==> src/rtl/gpio_edge_irq_pkg.sv <==
package gpio_edge_irq_pkg;
  typedef enum logic [1:0] {
    TRIG_OFF  = 2'd0,
    TRIG_RISE = 2'd1,
    TRIG_FALL = 2'd2,
    TRIG_BOTH = 2'd3
  } trig_e;

  localparam int unsigned PEND_BASE   = 32'h080;
  localparam int unsigned MASK_BASE   = 32'h0A0;
  localparam int unsigned UNMASK_BASE = 32'h0C0;

  function automatic int unsigned bank_off(int unsigned base, int unsigned bank);
    return base + (bank << 2);
  endfunction
endpackage

==> src/rtl/gpio_edge_detect.sv <==
module gpio_edge_detect
  import gpio_edge_irq_pkg::*;
#(
  parameter int unsigned NUM_PINS = 32
) (
  input  logic                  clk_i,
  input  logic                  rst_ni,
  input  logic [NUM_PINS-1:0]   pin_i,
  input  logic [2*NUM_PINS-1:0] mode_i,
  output logic [NUM_PINS-1:0]   hit_o
);
  logic [NUM_PINS-1:0] pin_q;
  logic                armed_q;

  // first cycle after reset only loads history, so a pin already high is no edge
  always_ff @(posedge clk_i or negedge rst_ni) begin
    if (!rst_ni) begin
      pin_q   <= '0;
      armed_q <= 1'b0;
    end else begin
      pin_q   <= pin_i;
      armed_q <= 1'b1;
    end
  end

  for (genvar g = 0; g < NUM_PINS; g++) begin : g_pin
    trig_e mode;
    assign mode = trig_e'(mode_i[2*g +: 2]);
    always_comb begin
      unique case (mode)
        TRIG_RISE: hit_o[g] = armed_q &  pin_i[g] & ~pin_q[g];
        TRIG_FALL: hit_o[g] = armed_q & ~pin_i[g] &  pin_q[g];
        TRIG_BOTH: hit_o[g] = armed_q & (pin_i[g] ^ pin_q[g]);
        default:   hit_o[g] = 1'b0;
      endcase
    end
  end
endmodule

==> src/rtl/gpio_pend_reg.sv <==
module gpio_pend_reg #(
  parameter int unsigned NUM_PINS = 32
) (
  input  logic                clk_i,
  input  logic                rst_ni,
  input  logic [NUM_PINS-1:0] hit_i,
  input  logic                clr_we_i,
  input  logic [NUM_PINS-1:0] clr_data_i,
  output logic [NUM_PINS-1:0] pend_o
);
  logic [NUM_PINS-1:0] pend_q, clr_eff;

  assign clr_eff = clr_we_i ? clr_data_i : '0;

  // set dominates clear
  always_ff @(posedge clk_i or negedge rst_ni) begin
    if (!rst_ni) pend_q <= '0;
    else         pend_q <= (pend_q & ~clr_eff) | hit_i;
  end

  assign pend_o = pend_q;

  p_sticky_r6: assert property (@(posedge clk_i) disable iff (!rst_ni)
    1'b1 |=> ((pend_q & $past(pend_q & ~clr_eff)) == $past(pend_q & ~clr_eff)));

  p_edge_wins_r7: assert property (@(posedge clk_i) disable iff (!rst_ni)
    (|hit_i) |=> ((pend_q & $past(hit_i)) == $past(hit_i)));
endmodule

==> src/rtl/gpio_mask_reg.sv <==
module gpio_mask_reg #(
  parameter int unsigned NUM_PINS = 32
) (
  input  logic                clk_i,
  input  logic                rst_ni,
  input  logic                set_we_i,
  input  logic                clr_we_i,
  input  logic [NUM_PINS-1:0] data_i,
  output logic [NUM_PINS-1:0] mask_o
);
  logic [NUM_PINS-1:0] mask_q;

  always_ff @(posedge clk_i or negedge rst_ni) begin
    if (!rst_ni)       mask_q <= '1;
    else if (set_we_i) mask_q <= mask_q | data_i;
    else if (clr_we_i) mask_q <= mask_q & ~data_i;
  end

  assign mask_o = mask_q;

  p_mask_set_r8: assert property (@(posedge clk_i) disable iff (!rst_ni)
    set_we_i |=> ((mask_q & $past(data_i)) == $past(data_i)));

  p_mask_clr_r9: assert property (@(posedge clk_i) disable iff (!rst_ni)
    (clr_we_i && !set_we_i) |=> ((mask_q & $past(data_i)) == '0));
endmodule

==> src/rtl/gpio_edge_irq_bank.sv <==
module gpio_edge_irq_bank
  import gpio_edge_irq_pkg::*;
#(
  parameter int unsigned NUM_PINS = 32,
  parameter int unsigned ADDR_W   = 12,
  parameter int unsigned BANK_IDX = 0
) (
  input  logic                  clk_i,
  input  logic                  rst_ni,
  input  logic                  req_i,
  input  logic                  we_i,
  input  logic [ADDR_W-1:0]     addr_i,
  input  logic [NUM_PINS-1:0]   wdata_i,
  output logic [NUM_PINS-1:0]   rdata_o,
  input  logic [2*NUM_PINS-1:0] trig_mode_i,
  input  logic [NUM_PINS-1:0]   pin_i,
  output logic                  irq_o
);
  localparam logic [ADDR_W-1:0] PEND_ADDR   = ADDR_W'(bank_off(PEND_BASE, BANK_IDX));
  localparam logic [ADDR_W-1:0] MASK_ADDR   = ADDR_W'(bank_off(MASK_BASE, BANK_IDX));
  localparam logic [ADDR_W-1:0] UNMASK_ADDR = ADDR_W'(bank_off(UNMASK_BASE, BANK_IDX));

  logic [NUM_PINS-1:0] hit, pend, mask, rdata_q, rd_mux;
  logic wr, rd, hit_pend, hit_mask, hit_unmask;

  assign wr         = req_i &  we_i;
  assign rd         = req_i & ~we_i;
  assign hit_pend   = (addr_i == PEND_ADDR);
  assign hit_mask   = (addr_i == MASK_ADDR);
  assign hit_unmask = (addr_i == UNMASK_ADDR);

  gpio_edge_detect #(.NUM_PINS(NUM_PINS)) u_edge (
    .clk_i  (clk_i),
    .rst_ni (rst_ni),
    .pin_i  (pin_i),
    .mode_i (trig_mode_i),
    .hit_o  (hit)
  );

  gpio_pend_reg #(.NUM_PINS(NUM_PINS)) u_pend (
    .clk_i      (clk_i),
    .rst_ni     (rst_ni),
    .hit_i      (hit),
    .clr_we_i   (wr & hit_pend),
    .clr_data_i (wdata_i),
    .pend_o     (pend)
  );

  gpio_mask_reg #(.NUM_PINS(NUM_PINS)) u_mask (
    .clk_i    (clk_i),
    .rst_ni   (rst_ni),
    .set_we_i (wr & hit_mask),
    .clr_we_i (wr & hit_unmask),
    .data_i   (wdata_i),
    .mask_o   (mask)
  );

  always_comb begin
    rd_mux = '0;
    if (hit_pend)                   rd_mux = pend;
    else if (hit_mask || hit_unmask) rd_mux = mask;
  end

  always_ff @(posedge clk_i or negedge rst_ni) begin
    if (!rst_ni)  rdata_q <= '0;
    else if (rd)  rdata_q <= rd_mux;
  end

  assign rdata_o = rdata_q;
  assign irq_o   = |(pend & ~mask);

  p_unmask_read_r12: assert property (@(posedge clk_i) disable iff (!rst_ni)
    (rd && hit_unmask) |=> (rdata_o == $past(mask)));

  p_irq_quiet_r10: assert property (@(posedge clk_i) disable iff (!rst_ni)
    (pend == '0) |-> !irq_o);
endmodule

==> config.mk <==
export PLATFORM = sky130hd
export DESIGN_NAME = gpio_edge_irq_bank
export DESIGN_NICKNAME = d
export VERILOG_FILES = /design/src/rtl/gpio_edge_irq_pkg.sv /design/src/rtl/gpio_edge_detect.sv /design/src/rtl/gpio_pend_reg.sv /design/src/rtl/gpio_mask_reg.sv /design/src/rtl/gpio_edge_irq_bank.sv
export SDC_FILE = /design/constraint.sdc
export NUM_CORES = 1
export LEC_CHECK = 0
export CAP_MARGIN = 20
export CORE_MARGIN = 3
export CORE_UTILIZATION = 47
export CTS_CLUSTER_SIZE = 28
export DETAILED_ROUTE_END_ITERATION = 12
export GPL_TIMING_DRIVEN = 0
export PLACE_DENSITY = 0.8
export RECOVER_POWER = 100
export SETUP_SLACK_MARGIN = 0.1
export SYNTH_ARGS = -nofsm -noshare
export SYNTH_HDL_FRONTEND = slang
export SYNTH_HIERARCHICAL = 1
export SYNTH_SLANG_ARGS = --single-unit
==> constraint.sdc <==
create_clock -name clk_i -period 1.45 [get_ports clk_i]
set_input_delay 0.29 -clock clk_i [delete_from_list [all_inputs] [get_ports clk_i]]
set_output_delay 0.29 -clock clk_i [all_outputs]
set_load 0.05 [all_outputs]
Yosys cells after proc, flatten, opt, wreduce, memory -nomap -nowiden
Cells that the tools add are included.

storage, ports and cells
  register bits after elaboration = 129
  input port bits = 144
  output and inout port bits = 33
  word-level logic and storage cells = 414

operators by class
  equality and inequality tests = 99
  muxes and demuxes = 37
  bitwise operators = 270
  reductions and logical operators = 3

operator list
  operator                                              number
  AND 1 bit                                             165
  two-way mux 32 bit                                    5
  equality test 2 bit, second input constant            64
  AND 32 bit                                            3
  NOT 32 bit                                            3
  one-hot mux 1 bit (3 select lines)                    32
  NOT 1 bit                                             65
  equality test 2 x 1 -> 1 bit, second input constant   32
  OR 32 bit                                             2
  equality test 12 x 8 -> 1 bit, second input constant  3
  OR reduction 32 bit                                   1
  bitwise XOR 1 bit                                     32
  nonzero test 2 bit                                    1
  logical OR 1 bit                                      1

Depth between registers and ports, before layout
Gate-level depths: netlist of the first run.

  depth after elaboration = 6
  depth in mapped cells = 7

By module
The synthesis of the first run kept the hierarchy.

modules (own cells, without submodules)
  module              times used  cells each  area each (um^2)
  gpio_edge_irq_bank  1           205         1732.9
  gpio_edge_detect    1           137         1589.0
  gpio_mask_reg       1           102         1290.0
  gpio_pend_reg       1           99          1194.9

Worst setup path after synthesis of the first run
Ideal clock, no wire load.

  path type = input to register
  start point = input port addr_i[3]
  end point = register with a tool-made name
  library setup time = 0.079 ns
  data arrival time = 2.055 ns
  path slack = -0.684 ns
  stages on the path = 7
  path through = or4_4 nor2_1 nand4_1 nor3b_1 buf_6 nand2_1 a22o_1

RTL lines
  item                RTL line                  text
  start: declaration  gpio_edge_irq_bank.sv:12  input logic [ADDR_W-1:0] addr_i,

==> results of run 1 <==
[cell families (layout without fill, tap and decap cells)]
group / Yosys count / count (layout) / synth area share (%)
compound gates: 112 / 112 / 14.8
xor+xnor: 1 / 1 / 0.151
buf+inv: 58 / 321 / 6.10
flops: 129 / 129 / 56.3
other cells: 1 / 1 / 0.0646
simple gates: 242 / 242 / 22.6
[Yosys cell counts]
cell      number  area, um^2
or4_4          2        22.5
buf_6         16         180
nor3b_1        2        15.0
and4bb_1       1        12.5
dfstp_2       32         841
o22ai_1       16         100
nand4_1        2        12.5
conb_1         1        3.75
or4bb_1        1        11.3
xnor2_1        1        8.76
nor4_4         1        21.3
a22o_1        32         280
buf_2          4        20.0
nand2b_1       1        6.26
nor4b_1        1        8.76
nor4_1         4        25.0
inv_1         32         120
nor2b_1        1        6.26
nor3_1         1        5.00
nor2_1         1        3.75
clkbuf_1       3        11.3
dfrtp_1       97        2430
buf_4          3        22.5
nand4b_1      64         561
a21o_1        32         240
a22oi_1       32         240
nand2_1      160         601
[stage by stage]
step / power [mW] / utilization [%]
global placement: 4.43 / 66.2
global route: 9.01 / 81.4
CTS: 8.75 / 80.0
floorplan: 3.89 / -
finish: 8.77 / 81.4
detailed placement: 4.46 / 66.4
[worst max-delay path, stage by stage, from the launching register on]
cell	delay, ns
dfstp_2	0.57
o22ai_1	0.11
nor4_2	0.33
nand4_1	0.19
buf_6	0.20
[worst max-delay path by stage]
stage,start,endpoint,depth (start not counted)
6_report,register,irq_o,4
5_1_grt,register,irq_o,4
3_5_place_dp,addr_i[3],register,7
3_3_place_gp,rst_ni,u_edge/pin_q[23]$_DFF_PN0_,1
4_1_cts,register,irq_o,4
2_1_floorplan,addr_i[3],register,7
[area by class of cell]
| cell class | count | area (um^2) |
|---|---|---|
| Buffer | 26 | 327 |
| Inverter | 32 | 120 |
| Sequential cell | 129 | 3270 |
| Clock inverter | 13 | 143 |
| Tap cell | 164 | 205 |
| Clock buffer | 19 | 443 |
| Fill cell | 626 | 2190 |
| Multi-Input combinational cell | 356 | 2660 |
| Timing Repair Buffer | 231 | 2400 |
[power groups by stage]
stage / Combinational, mW / Clock (mW) / Sequential [mW]
after floorplan: 0.143 / 0 / 3.74
after global placement: 0.686 / 0 / 3.75
after detailed placement: 0.711 / 0 / 3.75
after CTS: 0.737 / 4.32 / 3.69
after global routing: 0.788 / 4.53 / 3.70
final: 0.744 / 4.33 / 3.70
[routing by layer]
metal	GRT usage (%)	up-vias	wire length, um
li1	-	2463	-
met1	36.8	2921	8150
met2	52.7	401	11700
met3	8.12	79	1990
met4	13.8	0	869
met5	0	-	0
[timing repair]
action,CTS,global route
resized for setup,391,50
gates cloned,12,1
hold buffers,1,0
buffers inserted,33,13
hold endpoints to repair,33,0
pin swaps,113,46
setup endpoints to repair,129,104
==> reports/summary.md, run 1 <==
The flow ran to the end, but the final reports show violations. The checks that failed: negative setup slack. The die covers 13700 um^2. The fraction of power consumed by the clock network is 49.3%, and the CTS H-tree depth is 4.

After legalization and detailed placement, the total HPWL measured 12.6 mm. The worst setup path category was register to output port. The headroom to the max-slew limit came out at 28.1%.

Final hold analysis gives a worst-case slack of 0.469 ns. The proportion of total power due to net switching came out at 22.6%. The run gives 5 as the number of detailed-route iterations in the first pass. TritonCTS built the clock tree. The number of failing hold endpoints at the final stage came out at 0. The design area came out at 9570 um^2. The final critical delay including setup and external delays is 2.12 ns, and the count of warnings emitted by yosys is 6. The end of the worst hold path is u_edge/pin_q[31]$_DFF_PN0_. Based on the critical path, the design can be clocked at up to 471 MHz. The clock arrives with 0.0137 ns of skew.

Startpoint of the worst register-to-register path: u_edge/armed_q$_DFF_PN0_. The required time of the worst setup path is 1.16 ns. The post-route netlist has 38.3% of its cells at a drive strength greater than 1.

In this run the power density over the cells is 916 nW/um^2. TritonCTS created 17 clock buffers. The floorplan has 39 rows. Commonest non-fill, non-tap cell in the layout: dfrtp_1. Compared with the post-synthesis result, the final layout area differs by 64.8%. Setup violations remaining at the end of the flow were counted as 186. When the netlist entered floorplanning its net count stood at 687. The layout net count was 937.

In the global route stage, overall resource usage came out at 30.9%. After floorplanning, the core was sized to cover 11800 um^2. Instance count along the most critical hold path: 1. The final global-route overflow total is 0. The run gives 0 as the number of violations of the max-capacitance limit.

In this run, flip-flops and latches consume 42.2% of the power. Placed standard-cell area: 7810 um^2. The register bit count reported by yosys works out to 129. The worst vdd rail ir drop was 903 uV; the number of antenna violations at the first check in global routing was 0. The tools report the placement-stage worst setup slack as -1.40 ns.

STA classifies the critical path endpoint as an output port. The maximum number of pins on one net before global-route repair was 90. Port buffering added 176 buffers. The final route contains 5864 vias.

The mean instance size in the synthesized netlist works out to 10.7 um^2. Along the worst path, the maximum fanout reaches 3. Leaving out fill and tap cells, the most frequent cells in the layout are 97 x dfrtp_1, 96 x clkdlybuf4s50_1, 80 x nand2_1, 71 x nand2_2, 64 x nand4b_1. Clock-pin slew was measured on the worst setup and hold paths at 0.06 ns. At the pin with the least slew margin, the transition time is 1.08 ns.

The period utilization was 146%. Measured in cells, the most critical reg-to-reg path has a length of 5. Setup repair after global routing could not meet its margin everywhere. The logs give -36.05 ns for the setup TNS after final layout and 0.43 ns for the clock latency of the later-clocked register in the worst-skew pair. The via count of the first global-routing pass was 5830; the data arrival time of the critical path was 1.83 ns. CTS root buffer: clkbuf_16. The slack of the critical path is -0.671 ns, and the reported net switching power is 1.98 mW. The number of nets with antenna violations after detailed routing is 0, and the count of pins on the block boundary is 177. Using the TritonRoute via totals, the vias-per-cell ratio works out to 6.05.

Die boundary height: 117 um. In this run the critical register-to-register path is captured at u_pend/pend_o[7]$_DFF_PN0_. Cell internal power was estimated by the tool at 6.79 mW. Maximum number of buffers from clock root to sink: 2. The run gives 4.44 nW as the standby leakage power. The run gives 22.7 mm as the total detailed-routing wirelength.

The path class of the tightest hold or removal check is input port to register. The logs give 8.5% for the combinational power share and 0 for the remaining routing DRC violations. The number of antenna diodes in the final layout is 0. The first global-routing pass estimated 31.4 mm of wire. In the final routed layout, each cell accounts on average for 23.4 um. For flop-to-flop paths, the worst setup slack is 0.21 ns.

The number of DRC markers in iteration 0 is 685. The run gives 884 as the total placed cells including tap cells. For the number of max-slew violations in the final report, the log shows 0. Origin of the worst min-delay path: pin_i[31].

The die span in x was 117 um; the sequential area share after synthesis was 56.3%. For the final weighted congestion in routability-driven placement, the log shows 0.818. Synthesis instantiated 27 different standard cells from the library.

The tree built by TritonCTS fans out to 129 sinks. The finished layout holds 970 standard cells, fillers aside. STA classifies the critical path startpoint as a register. After technology mapping, the gate count stands at 543.

For the initial core utilization, the log shows 49.4%. The synthesized netlist occupies a cell area of 5810 um^2.
Power figures use the tool's default switching activity.
==> inputs of run 2 (changes only) <==
--- a/config.mk
+++ b/config.mk
@@ -11,7 +11,7 @@
 export CTS_CLUSTER_SIZE = 28
 export DETAILED_ROUTE_END_ITERATION = 12
 export GPL_TIMING_DRIVEN = 0
-export PLACE_DENSITY = 0.8
+export PLACE_DENSITY = 0.76
 export RECOVER_POWER = 100
 export SETUP_SLACK_MARGIN = 0.1
 export SYNTH_ARGS = -nofsm -noshare
==> reports/summary.md, run 2 (synthesis gave the netlist of run 1 again) <==
The run gives 129 as the total number of clock tree sinks. For the number of diodes, the log shows 0. The run gives 8.78 mW as the total power. The row count came out at 39.

In this run the clock root is driven by a clkbuf_16. The checks that failed: negative setup slack. In the finished design, the share of the clock period the worst path needs comes to 142%. The die boundary height was 117 um. Peak fanout along the critical path: 3.

For the worst setup path, the data required time is 1.16 ns. The number of fill cells in the layout was 711. The proportion of total power due to net switching was 21.6%.

In this run the worst setup path terminates at irq_o. The via count of the first global-routing pass came out at 5810. The largest individual stage delay along the critical path comes from the cell dfstp_2. The logs give 0.42 ns for the clock latency of the later-clocked register in the worst-skew pair and 0 for the number of max-slew violations in the final report.

Global routing finished with a remaining overflow of 0. The number of failing hold endpoints at the final stage is 0. Setup violations remaining at the end of the flow were counted as 192. The number of violations of the max-capacitance limit is 0. The global-route wire length before repair was 30.7 mm.

The commonest non-fill, non-tap cell in the layout is dfrtp_1. The endpoint identified for the worst register-to-register timing path is u_pend/pend_o[21]$_DFF_PN0_. The tools report the fraction of power consumed by sequential logic as 42.1%. For the number of DRC markers in iteration 0, the log shows 414. The library cells used most frequently in the layout, excluding fill and tap cells, are 97 x dfrtp_1, 96 x clkdlybuf4s50_1, 88 x nand2_1, 65 x nand2_2, 64 x nand4b_1. The logs give -1.40 ns for the placement-stage worst setup slack and 97 for the maximum number of pins on one net before global-route repair. Before antenna repair, the detailed router went through 5 iterations.

The final critical delay including setup and external delays came out at 2.06 ns. Relative to the synthesized area, the layout overhead comes to 62.4%. The design area is 9430 um^2. The actual slew at the worst max-slew pin was 0.944 ns.

The run gives 17 as the number of buffers created by CTS. The final weighted congestion in routability-driven placement came out at 0.866. The fraction of power consumed by the clock network came out at 49.6%. The tools report the number of nets with antenna violations after detailed routing as 0. Across every metal layer, demand over resource in global routing totals 30.0%. The routed design has 21.0 mm of wire. For the data arrival time of the critical path, the log shows 1.77 ns. Setup repair after global routing could not meet its margin everywhere. The run gives -0.609 ns as the slack of the critical path. The number of buffers inserted by port buffering is 176.

The path class of the tightest hold or removal check is input port to register. Based on the critical path, the design can be clocked at up to 486 MHz. For the setup TNS after final layout, the log shows -29.72 ns.

The critical path is of the register to output port type. Clock skew on the completed layout was measured at 0.00883 ns. Minimum hold slack: 0.470 ns. From left edge to right edge, the die measures 117 um. The clock slew at the register clock pins of the worst setup and hold paths was 0.06 ns. The CTS H-tree depth is 4, and the number of antenna violations at the first check in global routing is 0. The floorplan step defined a die boundary enclosing 13700 um^2. In this design, the stage delay of the slowest critical-path cell is 0.61 ns. After detailed routing, the number of remaining DRC violations is 0. Across the VDD grid, the largest voltage drop is 716 uV. The kind of end point of the critical path is an output port. STA classifies the critical path startpoint as a register. The run finished, with violations left. The run gives 2 as the maximum number of buffers from clock root to sink.

The run gives 0.22 ns as the setup slack of the most critical reg-to-reg path. The average wire per cell in the routed design was 21.8 um; the area of the core was 11800 um^2. The HPWL after detailed placement is 12.6 mm. For the headroom to the max-slew limit, the log shows 37.1%. The via count was 5585; the number of cells on the worst reg-to-reg path was 5. In the routed layout, each cell is associated on average with a via count of 5.78. Traced cell by cell, the critical path runs through o22ai_1, nor4_4, nand4_1, buf_6. The total power density per cell area is 932 nW/um^2. The tools report the initial core utilization as 49.4%. TritonCTS built the clock tree. The tools report the placed standard-cell area as 7810 um^2. In the final layout, the share of cells above drive strength 1 is 36.3%.

The run gives 4.38 nW as the standby leakage power. Combinational logic is responsible for 8.3% of the overall power. At the end of the flow, the number of nets in the layout was 933.

The logs give 1.89 mW for the reported net switching power and 6.89 mW for the design internal power. During I/O placement, the number of pins put on the boundary was 177. In this run the critical register-to-register path is launched from u_edge/armed_q$_DFF_PN0_.
## run 2: changes by cell type in the layout (fill, tap and decap cells not counted), moves of 3 or more
cell / delta
a22oi_1: +5
a22oi_2: -5
buf_16: -4
buf_2: -8
buf_8: -3
clkbuf_2: +10
clkbuf_8: +9
clkinv_2: -7
nand2_1: +8
nand2_2: -6
## run 2: worst max-delay path: cells and delay by family (launching register included)
kind,cells,cell delay [ns]
compound gates,1,0.16
buf+inv,1,0.19
simple gates,2,0.39
flops,1,0.61
## run 2: per-layer routing
layer	vias up	track usage [%]	routed length [um]	part of all wire, %
met3	69	7.61	1590	7.6
met1	2769	36.1	7840	37
met2	300	50.0	10800	51
li1	2447	-	-	-
met5	-	0	0	0
met4	0	15.3	833	4.0
## run 2: worst min path at each step
stage | from | endpoint | cells past startpoint | slack [ns]
2_1_floorplan | rst_ni | rdata_o[0]$_DFFE_PN0P_ | 0 | -0.006
3_3_place_gp | u_pend/pend_o[0]$_DFF_PN0_ | u_pend/pend_o[0]$_DFF_PN0_ | 1 | 0.49
3_5_place_dp | rst_ni | u_edge/pin_q[9]$_DFF_PN0_ | 1 | 0.21
4_1_cts | rst_ni | u_edge/pin_q[9]$_DFF_PN0_ | 2 | 0.33
5_1_grt | pin_i[11] | u_edge/pin_q[11]$_DFF_PN0_ | 1 | 0.47
6_report | pin_i[14] | u_edge/pin_q[14]$_DFF_PN0_ | 1 | 0.47
## run 2: cell type report
class / count / area (um^2) / area share, %
timing repair buffer: 227 / 2270 / 24.1
tap: 164 / 205 / 2.18
multi-input combinational: 356 / 2630 / 27.8
clock inverter: 3 / 40.0 / 0.425
clock buffer: 29 / 571 / 6.05
sequential: 129 / 3270 / 34.7
inverter: 32 / 120 / 1.27
buffer: 26 / 329 / 3.49
## run 2: timing repair
action	CTS	global route
gates cloned	13	1
setup endpoints to repair	129	110
hold endpoints to repair	28	0
gates resized for setup	344	80
pin swaps	91	60
buffers inserted	33	12
hold buffers	1	0
## run 2: power groups by stage
stage	clock network, mW	logic, mW	registers (mW)
after floorplan	0	0.143	3.74
final	4.36	0.730	3.69
after global routing	4.53	0.782	3.70
after global placement	0	0.689	3.75
after CTS	4.35	0.730	3.69
after detailed placement	0	0.715	3.75
## run 2: stage by stage
stage	utilization (%)	cells
6_report	80.2	966
5_1_grt	80.2	966
4_1_cts	79.0	962
3_5_place_dp	66.4	884
3_3_place_gp	66.2	883
2_1_floorplan	-	543
==> inputs of run 3 (changes only) <==
--- a/config.mk
+++ b/config.mk
@@ -5,6 +5,7 @@
 export SDC_FILE = /design/constraint.sdc
 export NUM_CORES = 1
 export LEC_CHECK = 0
+export ABC_AREA = 0
 export CAP_MARGIN = 20
 export CORE_MARGIN = 3
 export CORE_UTILIZATION = 47
==> results of run 3 <==
No change in the layout: final DEF, timing and power equal those of run 2.
